==> src/rtl/irqc_pkg.sv <==
package irqc_pkg;
  // Register selected by the word index of the bus address
  typedef enum logic [2:0] {
    SEL_STATUS  = 3'd0,
    SEL_MASK    = 3'd1,
    SEL_UNMASK  = 3'd2,
    SEL_MASKSET = 3'd3,
    SEL_TRIGGER = 3'd4,
    SEL_NONE    = 3'd7
  } reg_sel_e;

  localparam int unsigned WORD_STATUS  = 0;
  localparam int unsigned WORD_MASK    = 1;
  localparam int unsigned WORD_UNMASK  = 2;
  localparam int unsigned WORD_MASKSET = 3;
  localparam int unsigned WORD_TRIGGER = 4;
endpackage

==> src/rtl/irqc_bus_port.sv <==
module irqc_bus_port
  import irqc_pkg::*;
#(
  parameter int unsigned ADDR_W = 8,
  parameter int unsigned DATA_W = 32,
  parameter int unsigned NSRC   = 10
) (
  input  logic              clk,
  input  logic              rst,
  input  logic              psel,
  input  logic              penable,
  input  logic              pwrite,
  input  logic [ADDR_W-1:0] paddr,
  input  logic [NSRC-1:0]   wdata,
  input  logic [DATA_W/8-1:0] pstrb,
  input  logic [NSRC-1:0]   status_q,
  input  logic [NSRC-1:0]   mask_q,
  output logic [DATA_W-1:0] prdata,
  output logic [NSRC-1:0]   clr_vec,
  output logic [NSRC-1:0]   unmask_vec,
  output logic [NSRC-1:0]   maskset_vec,
  output logic [NSRC-1:0]   trig_vec
);
  localparam int unsigned IDX_W = ADDR_W - 2;

  logic [IDX_W-1:0] widx;
  reg_sel_e         sel;
  logic             wr_ok;
  logic             rd_setup;
  logic [DATA_W-1:0] rd_word;

  assign widx = paddr[ADDR_W-1:2];

  // Unaligned offsets select nothing
  always_comb begin
    sel = SEL_NONE;
    if (paddr[1:0] == 2'b00) begin
      if      (widx == IDX_W'(WORD_STATUS))  sel = SEL_STATUS;
      else if (widx == IDX_W'(WORD_MASK))    sel = SEL_MASK;
      else if (widx == IDX_W'(WORD_UNMASK))  sel = SEL_UNMASK;
      else if (widx == IDX_W'(WORD_MASKSET)) sel = SEL_MASKSET;
      else if (widx == IDX_W'(WORD_TRIGGER)) sel = SEL_TRIGGER;
    end
  end

  // Only full-word writes in the access phase commit
  assign wr_ok    = psel && penable && pwrite && (pstrb == '1);
  assign rd_setup = psel && !penable && !pwrite;

  assign clr_vec     = (wr_ok && sel == SEL_STATUS)  ? wdata : '0;
  assign unmask_vec  = (wr_ok && sel == SEL_UNMASK)  ? wdata : '0;
  assign maskset_vec = (wr_ok && sel == SEL_MASKSET) ? wdata : '0;
  assign trig_vec    = (wr_ok && sel == SEL_TRIGGER) ? wdata : '0;

  always_comb begin
    case (sel)
      SEL_STATUS: rd_word = DATA_W'(status_q);
      SEL_MASK:   rd_word = DATA_W'(mask_q);
      default:    rd_word = '0;
    endcase
  end

  always_ff @(posedge clk) begin
    if (rst)           prdata <= '0;
    else if (rd_setup) prdata <= rd_word;
  end
endmodule

==> src/rtl/irqc_status_bank.sv <==
module irqc_status_bank #(
  parameter int unsigned NSRC = 10
) (
  input  logic            clk,
  input  logic            rst,
  input  logic [NSRC-1:0] clr_vec,
  input  logic [NSRC-1:0] hw_set,
  input  logic [NSRC-1:0] sw_set,
  output logic [NSRC-1:0] status_d,
  output logic [NSRC-1:0] status_q
);
  for (genvar b = 0; b < NSRC; b++) begin : g_bit
    // Set has priority over clear
    assign status_d[b] = (status_q[b] & ~clr_vec[b]) | hw_set[b] | sw_set[b];

    always_ff @(posedge clk) begin
      if (rst) status_q[b] <= 1'b0;
      else     status_q[b] <= status_d[b];
    end
  end
endmodule

==> src/rtl/irqc_mask_bank.sv <==
module irqc_mask_bank #(
  parameter int unsigned NSRC = 10
) (
  input  logic            clk,
  input  logic            rst,
  input  logic [NSRC-1:0] unmask_vec,
  input  logic [NSRC-1:0] maskset_vec,
  output logic [NSRC-1:0] mask_d,
  output logic [NSRC-1:0] mask_q
);
  for (genvar b = 0; b < NSRC; b++) begin : g_bit
    assign mask_d[b] = (mask_q[b] | maskset_vec[b]) & ~unmask_vec[b];

    always_ff @(posedge clk) begin
      if (rst) mask_q[b] <= 1'b1;
      else     mask_q[b] <= mask_d[b];
    end
  end
endmodule

==> src/rtl/irq_status_mask_ctrl.sv <==
module irq_status_mask_ctrl #(
  parameter int unsigned NSRC   = 10,
  parameter int unsigned ADDR_W = 8,
  parameter int unsigned DATA_W = 32
) (
  input  logic                clk,
  input  logic                rst,
  input  logic                psel,
  input  logic                penable,
  input  logic                pwrite,
  input  logic [ADDR_W-1:0]   paddr,
  input  logic [DATA_W-1:0]   pwdata,
  input  logic [DATA_W/8-1:0] pstrb,
  output logic [DATA_W-1:0]   prdata,
  output logic                pready,
  input  logic [NSRC-1:0]     hw_event,
  output logic                irq_o
);
  logic [NSRC-1:0] status_q, status_d;
  logic [NSRC-1:0] mask_q, mask_d;
  logic [NSRC-1:0] clr_vec, unmask_vec, maskset_vec, trig_vec;

  assign pready = 1'b1;

  irqc_bus_port #(.ADDR_W(ADDR_W), .DATA_W(DATA_W), .NSRC(NSRC)) bus_i (
    .clk(clk), .rst(rst), .psel(psel), .penable(penable), .pwrite(pwrite),
    .paddr(paddr), .wdata(pwdata[NSRC-1:0]), .pstrb(pstrb),
    .status_q(status_q), .mask_q(mask_q), .prdata(prdata),
    .clr_vec(clr_vec), .unmask_vec(unmask_vec), .maskset_vec(maskset_vec),
    .trig_vec(trig_vec)
  );

  irqc_status_bank #(.NSRC(NSRC)) status_i (
    .clk(clk), .rst(rst), .clr_vec(clr_vec), .hw_set(hw_event),
    .sw_set(trig_vec), .status_d(status_d), .status_q(status_q)
  );

  irqc_mask_bank #(.NSRC(NSRC)) mask_i (
    .clk(clk), .rst(rst), .unmask_vec(unmask_vec), .maskset_vec(maskset_vec),
    .mask_d(mask_d), .mask_q(mask_q)
  );

  // Registered from next-state values so the line moves with the registers
  always_ff @(posedge clk) begin
    if (rst) irq_o <= 1'b0;
    else     irq_o <= |(status_d & ~mask_d);
  end
endmodule

==> config.mk <==
export PLATFORM = sky130hd
export DESIGN_NAME = irq_status_mask_ctrl
export DESIGN_NICKNAME = d
export VERILOG_FILES = /design/src/rtl/irqc_pkg.sv /design/src/rtl/irqc_bus_port.sv /design/src/rtl/irqc_status_bank.sv /design/src/rtl/irqc_mask_bank.sv /design/src/rtl/irq_status_mask_ctrl.sv
export SDC_FILE = /design/constraint.sdc
export NUM_CORES = 1
export LEC_CHECK = 0
export ABC_AREA = 1
export BUFFER_PORTS_ARGS = -buffer_cell sky130_fd_sc_hd__clkbuf_2
export CORE_MARGIN = 1.5
export CORE_UTILIZATION = 45
export CTS_BUF_LIST = sky130_fd_sc_hd__clkbuf_4 sky130_fd_sc_hd__clkbuf_8
export DETAILED_ROUTE_END_ITERATION = 16
export GPL_TIMING_DRIVEN = 0
export PLACE_DENSITY = 0.79
export SYNTH_ARGS = -nofsm -noshare
export SYNTH_HDL_FRONTEND = slang
export SYNTH_HIERARCHICAL = 1
export SYNTH_SLANG_ARGS = --single-unit
==> constraint.sdc <==
create_clock -name clk -period 1.7 [get_ports clk]
set_input_delay 0.34 -clock clk [delete_from_list [all_inputs] [get_ports clk]]
set_output_delay 0.34 -clock clk [all_outputs]
set_load 0.1 [all_outputs]
# Word-level counts from Yosys, hierarchy flattened
# Index checks and enable logic that the tools add are counted.
# op_classes
n_eq_ne	9
n_mux	11
add_sub_neg	0
shift	0
order_cmp	0
bitwise	72
reduce_logical	15
div_mod_pow	0
n_mul	0
# ops
cell	n
two-way mux 10 bit	4
OR 1 bit	30
bitwise AND 1 bit	20
inverter 1 bit	20
one-hot mux 10 bit (2 select lines)	1
two-way mux 3 bit	5
equality test 6 x 2 -> 1 bit, second input constant	2
bitwise AND 10 bit	1
inverter 10 bit	1
OR reduction 10 bit	1
logical AND 1 bit	9
equality test 3 x 2 -> 1 bit, second input constant	2
equality test 6 x 1 -> 1 bit, second input constant	1
equality test 6 x 3 -> 1 bit, second input constant	1
zero test 6 bit	1
equality test 4 bit, second input constant	1
equality test 3 x 1 -> 1 bit, second input constant	1
equality test 3 bit, second input constant	1
zero test 3 bit	1
zero test 1 bit	2
zero test 2 bit	1
two-way mux 2 bit	1
# word_totals
mem_bits_ro	0
latch_bits	0
out_inout_bits	34
word_cells	129
mem_bits_rw	0
n_memories	0
reg_bits	53

# Logic depth before layout (Yosys ltp)
# logic_depth
depth_word	16
ltp_mapped	18
ltp_nobuf	17

# Hierarchy
# Netlist, hierarchy kept.
# by_module_without_submodules
module	cells_each	seq_area_each_um2	area_per_inst_um2	instances
irqc_bus_port	195	200.2	1166.1	1
irqc_status_bank	61	200.2	449.2	1
irqc_mask_bank	51	200.2	404.1	1
irq_status_mask_ctrl	34	20.0	152.6	1

# Worst setup path after synthesis
# Ideal clock, no wire load.
# synth_timing
kind	in2reg
startpoint	input paddr[1]
endpoint	register irq_o
stages	16
slack_ns	0.015
t_arrival_ns	1.576
path_cell_list	nor2_2 -> nand3_2 -> nor2_1 -> nand3_1 -> inv_1 -> nand2_2 -> nor2_1 -> o21ai_2 -> inv_1 -> inv_1 -> nand2_1 -> nand2_1 -> nor2_1 -> nand3_1 -> nand2_1 -> inv_1
# synth_via
elab_cells_between_ends	87
cone_classes	eq/ne: 3; mux: 5; bitwise: 72; reduce/logical: 7
# synth_lines
element	line_no	source
start: declaration	irq_status_mask_ctrl.sv:11	input logic [ADDR_W-1:0] paddr,
zero test 2 bit	irqc_bus_port.sv:37	if (paddr[1:0] == 2'b00) begin
two-way mux 3 bit	irqc_bus_port.sv:37	
equality test 3 x 2 -> 1 bit	irqc_bus_port.sv:52	assign maskset_vec = (wr_ok && sel == SEL_MASKSET) ? wdata : '0;
logical AND 1 bit	irqc_bus_port.sv:52	
two-way mux 10 bit	irqc_bus_port.sv:52	
named net maskset_vec[1]	irq_status_mask_ctrl.sv:21	logic [NSRC-1:0] clr_vec, unmask_vec, maskset_vec, trig_vec;
OR 1 bit	irqc_mask_bank.sv:12	assign mask_d[b] = (mask_q[b] | maskset_vec[b]) & ~unmask_vec[b];
bitwise AND 1 bit	irqc_mask_bank.sv:12	
named net mask_d[1]	irq_status_mask_ctrl.sv:20	logic [NSRC-1:0] mask_q, mask_d;
inverter 10 bit	irq_status_mask_ctrl.sv:46	else irq_o <= |(status_d & ~mask_d);
bitwise AND 10 bit	irq_status_mask_ctrl.sv:46	
OR reduction 10 bit	irq_status_mask_ctrl.sv:46	
end signal: assignment	irq_status_mask_ctrl.sv:46	
end: declaration	irq_status_mask_ctrl.sv:17	output logic irq_o
# The timed path passes the listed nets, and every way through them passes these cells.
# A chain may end at the register's enable or synchronous reset.

# Worst setup path in the final report
# layout_timing
startpoint	input paddr[6]
endpoint	register irq_o
# layout_via
elab_cells_between_ends	96
cone_classes	eq/ne: 7; mux: 10; bitwise: 72; reduce/logical: 7
# layout_lines
element	line_no	source
equality test 6 x 3 -> 1 bit	irqc_bus_port.sv:42	else if (widx == IDX_W'(WORD_TRIGGER)) sel = SEL_TRIGGER;
two-way mux 2 bit	irqc_bus_port.sv:42	
two-way mux 3 bit	irqc_bus_port.sv:41	else if (widx == IDX_W'(WORD_MASKSET)) sel = SEL_MASKSET;
two-way mux 3 bit	irqc_bus_port.sv:40	else if (widx == IDX_W'(WORD_UNMASK)) sel = SEL_UNMASK;
two-way mux 3 bit	irqc_bus_port.sv:39	else if (widx == IDX_W'(WORD_MASK)) sel = SEL_MASK;
two-way mux 3 bit *	irqc_bus_port.sv:38	if (widx == IDX_W'(WORD_STATUS)) sel = SEL_STATUS;
two-way mux 3 bit *	irqc_bus_port.sv:37	
equality test 3 x 2 -> 1 bit *	irqc_bus_port.sv:51	assign unmask_vec = (wr_ok && sel == SEL_UNMASK) ? wdata : '0;
logical AND 1 bit *	irqc_bus_port.sv:51	
two-way mux 10 bit *	irqc_bus_port.sv:51	
named net unmask_vec[5]	irq_status_mask_ctrl.sv:21	
inverter 1 bit *	irqc_mask_bank.sv:12	
bitwise AND 1 bit *	irqc_mask_bank.sv:12	
named net mask_d[5]	irq_status_mask_ctrl.sv:20	
inverter 10 bit *	irq_status_mask_ctrl.sv:46	
bitwise AND 10 bit *	irq_status_mask_ctrl.sv:46	
OR reduction 10 bit *	irq_status_mask_ctrl.sv:46	
# Mark *: on every way through the listed nets, which the timed path passes. The rest lies on a longest branch.

==> out/metrics.yaml <==
yosys:
  async_flop_share_pct: 0
  synth_area_um2: 2170
  avgSynthCellArea_um2: 6.37
  yosys_most_used_dff: "dfxtp_1"
  synth_most_common_cell: "nor2_1"
  synth-seq-cells: 31
  syn_inst: 341
  synth_top_cell_area_share_pct: 28.6
  yosysWarnings: 6
  synth-edff-count: 0
  netlist-cell-type-count: 24
  synth_area_leaders: "dfxtp_1 (29%), nor2_1 (13%), inv_1 (12%), nand2_1 (11%), buf_4 (8.3%)"
  yosysSeqAreaShare_pct: 28.6
  post-synth-top-area-cell: "dfxtp_1"
  ys_top_cells_by_count: "nor2_1 (76), inv_1 (69), nand2_1 (61)"
finish:
  nets: 484
  n_fill_cell: 413
  syn2layout_area_growth_pct: 34.3
  fin_cells: 480
  diodes: 0
  drive_gt1_share_pct: 37.8
  fin_area_um2: 2920
placed_design:
  place_ws_ns: -0.428
  dpl.hpwl_um: 3670
  placedCellCount: 463
  io_buffer_count: 47
  place_congestion: 0.833
  placed_area_um2: 2550
drt:
  via_per_inst: 4.72
  final_antenna_net_count: 0
  drtIter0Drc: 203
  wirelength_um: 5740
  drc: 0
  vias: 2266
  drt_pass1_iterations: 4
  wl_per_cell_um: 12.0
setup_path:
  crit_path_start_kind: "input pin"
  cp.arrival_ns: 2.01
  cp_max_fo: 5
  cp.required_ns: 1.94
  critPathCaptureType: "flop"
  worstSetupPathType: "in -> reg"
global_route:
  grt_pass1_wl_um: 8330
  grt_max_degree: 11
  grt_pass1_vias: 1994
  grt.total_usage_pct: 20.7
  antenna_found_initial: 0
  grt.overflow.total: 0
worst_hold_path:
  min_path_type: "in -> reg"
status:
  violations: "negative setup slack"
  status: "finished, violations left"
floorplanning:
  num_io_pins: 93
  initial_core_util_pct: 46.3
  dieArea_um2: 5250
  rows: 25
  core_um2: 4690
  die_w_um: 72.5
  die_h_um: 72.5
clock_network:
  ctsRootBufferMaster: "clkbuf_8"
  cts_tree: "yes"
  cts.htree.levels: 2
  cts_buffers: 5
  cts.sinks: 31
  insertion_delay_ns: 0.30
  clock_path_buffers: 2
  clkSlewWorstSetupHoldPaths_ns: 0.07
timing:
  fin_crit_sh_pct: 104
  finalClockSkew_ns: 0.00890
  slew_headroom_pct: 64.1
  setup_violations: 1
  rsz0062_at_grt: "true"
  finalWorstSetupSlack_ns: -0.0696
  drv_slew: 0
  hold_viol: 0
  worst_pin_slew_ns: 0.542
  min_period_ns: 1.77
  max_freq_ghz: 0.565
power:
  p_leak_nw: 1.51
  ir_worst_vdd_uv: 359
  power.density_nw_per_um2: 692
flow_run:
  cap_violations: 0
metrics by stage:
step | hold WS (ns) | power (mW) | utilization [%] | setup TNS, ns
finish | 0.310 | 2.02 | 62.2 | -0.0696
detailed placement | 0.459 | 1.33 | 54.4 | -0.437
floorplan | 0.444 | 1.24 | - | 0
global route | 0.319 | 2.10 | 62.2 | -0.214
CTS | 0.311 | 2.00 | 57.4 | 0
global placement | 0.456 | 1.32 | 54.4 | -0.401
sequential cells by signal, indices dropped and copies added (netlist names):
register	count
irq_o	1
status_i/status_q	10
mask_i/mask_q	10
bus_i/prdata	10
logic make-up after synthesis:
logic type	share of synthesized area [%]
AND/OR/NAND/NOR	37.7
flip-flops	28.6
buffers and inverters	23.0
AO/OA/AOI/OAI	10.4
other	0.346
metal layers:
metal | vias to the layer above | track usage (%) | part of all wire, %
met5 | - | 0 | 0
met4 | 0 | 9.22 | 3.0
met3 | 18 | 4.86 | 7.1
met2 | 103 | 35.6 | 48
met1 | 997 | 24.4 | 42
li1 | 1148 | - | -
critical path: stages:
cell and delay [ns]:
buf_6 0.10, nor2_4 0.15, nand4_1 0.20, nand3_2 0.21, nand2_4 0.12, clkbuf_16 0.18
nor3_4 0.10, inv_1 0.07, o21ai_2 0.07, inv_1 0.06, inv_1 0.06, nand2_1 0.06
o21ai_1 0.07, inv_1 0.06, nand3_2 0.07, nand2_1 0.05, inv_1 0.04
cell usage in the layout (no fill, tap or decap):
master       n
o21ai_0      9
o21ai_2     10
buf_2        2
clkinvlp_4   1
nand4_4      2
nor2_2      12
nor2_1      61
clkbuf_1     1
inv_1       68
a21oi_2     10
nand3_2      3
nand4_2      1
nor3_2       9
clkbuf_8     7
nand2_4      1
nor3_1       1
o21ai_1      1
buf_12       1
nand2_2      5
nand3_1     13
and2_4       1
inv_4        1
clkbuf_16    1
nor3_4       1
buf_6        5
conb_1      23
inv_2        2
nand4_1      1
dfxtp_1     31
buf_4       30
nand2_1     56
nor2_4       8
nand2_8      1
clkbuf_2    45
nand3_4      2
layout make-up:
class	count	area (µm²)	area share, %
Multi-Input combinational cell	231	1290	44.2
Sequential cell	31	621	21.3
Timing Repair Buffer	55	323	11.1
Inverter	71	269	9.22
Buffer	30	243	8.32
Clock buffer	7	96.3	3.30
Tap cell	54	67.6	2.32
Clock inverter	1	7.51	0.257
worst paths after layout:
kind | startpoint | endpoint | cells past startpoint | slack [ns]
max | paddr[6] | irq_o | 17 | -0.07
min | hw_event[4] | status_i/status_q[4] | 3 | 0.31
max reg2reg | mask_i/mask_q[8] | irq_o | 9 | 0.63
min reg2reg | mask_i/mask_q[7] | mask_i/mask_q[7] | 2 | 0.48
repair_timing:
action,CTS,global route
setup endpoints to repair,1,1
resized for setup,8,36
hold buffers,0,0
setup buffers,0,6
pin swaps,0,21
gates cloned,0,3
where the power goes:
part           internal (mW)  switching, mW
combinational          0.134          0.453
sequential             0.755         0.0151
clock                  0.368          0.295
total                   1.26          0.763
Power figures use the tool's default switching activity.
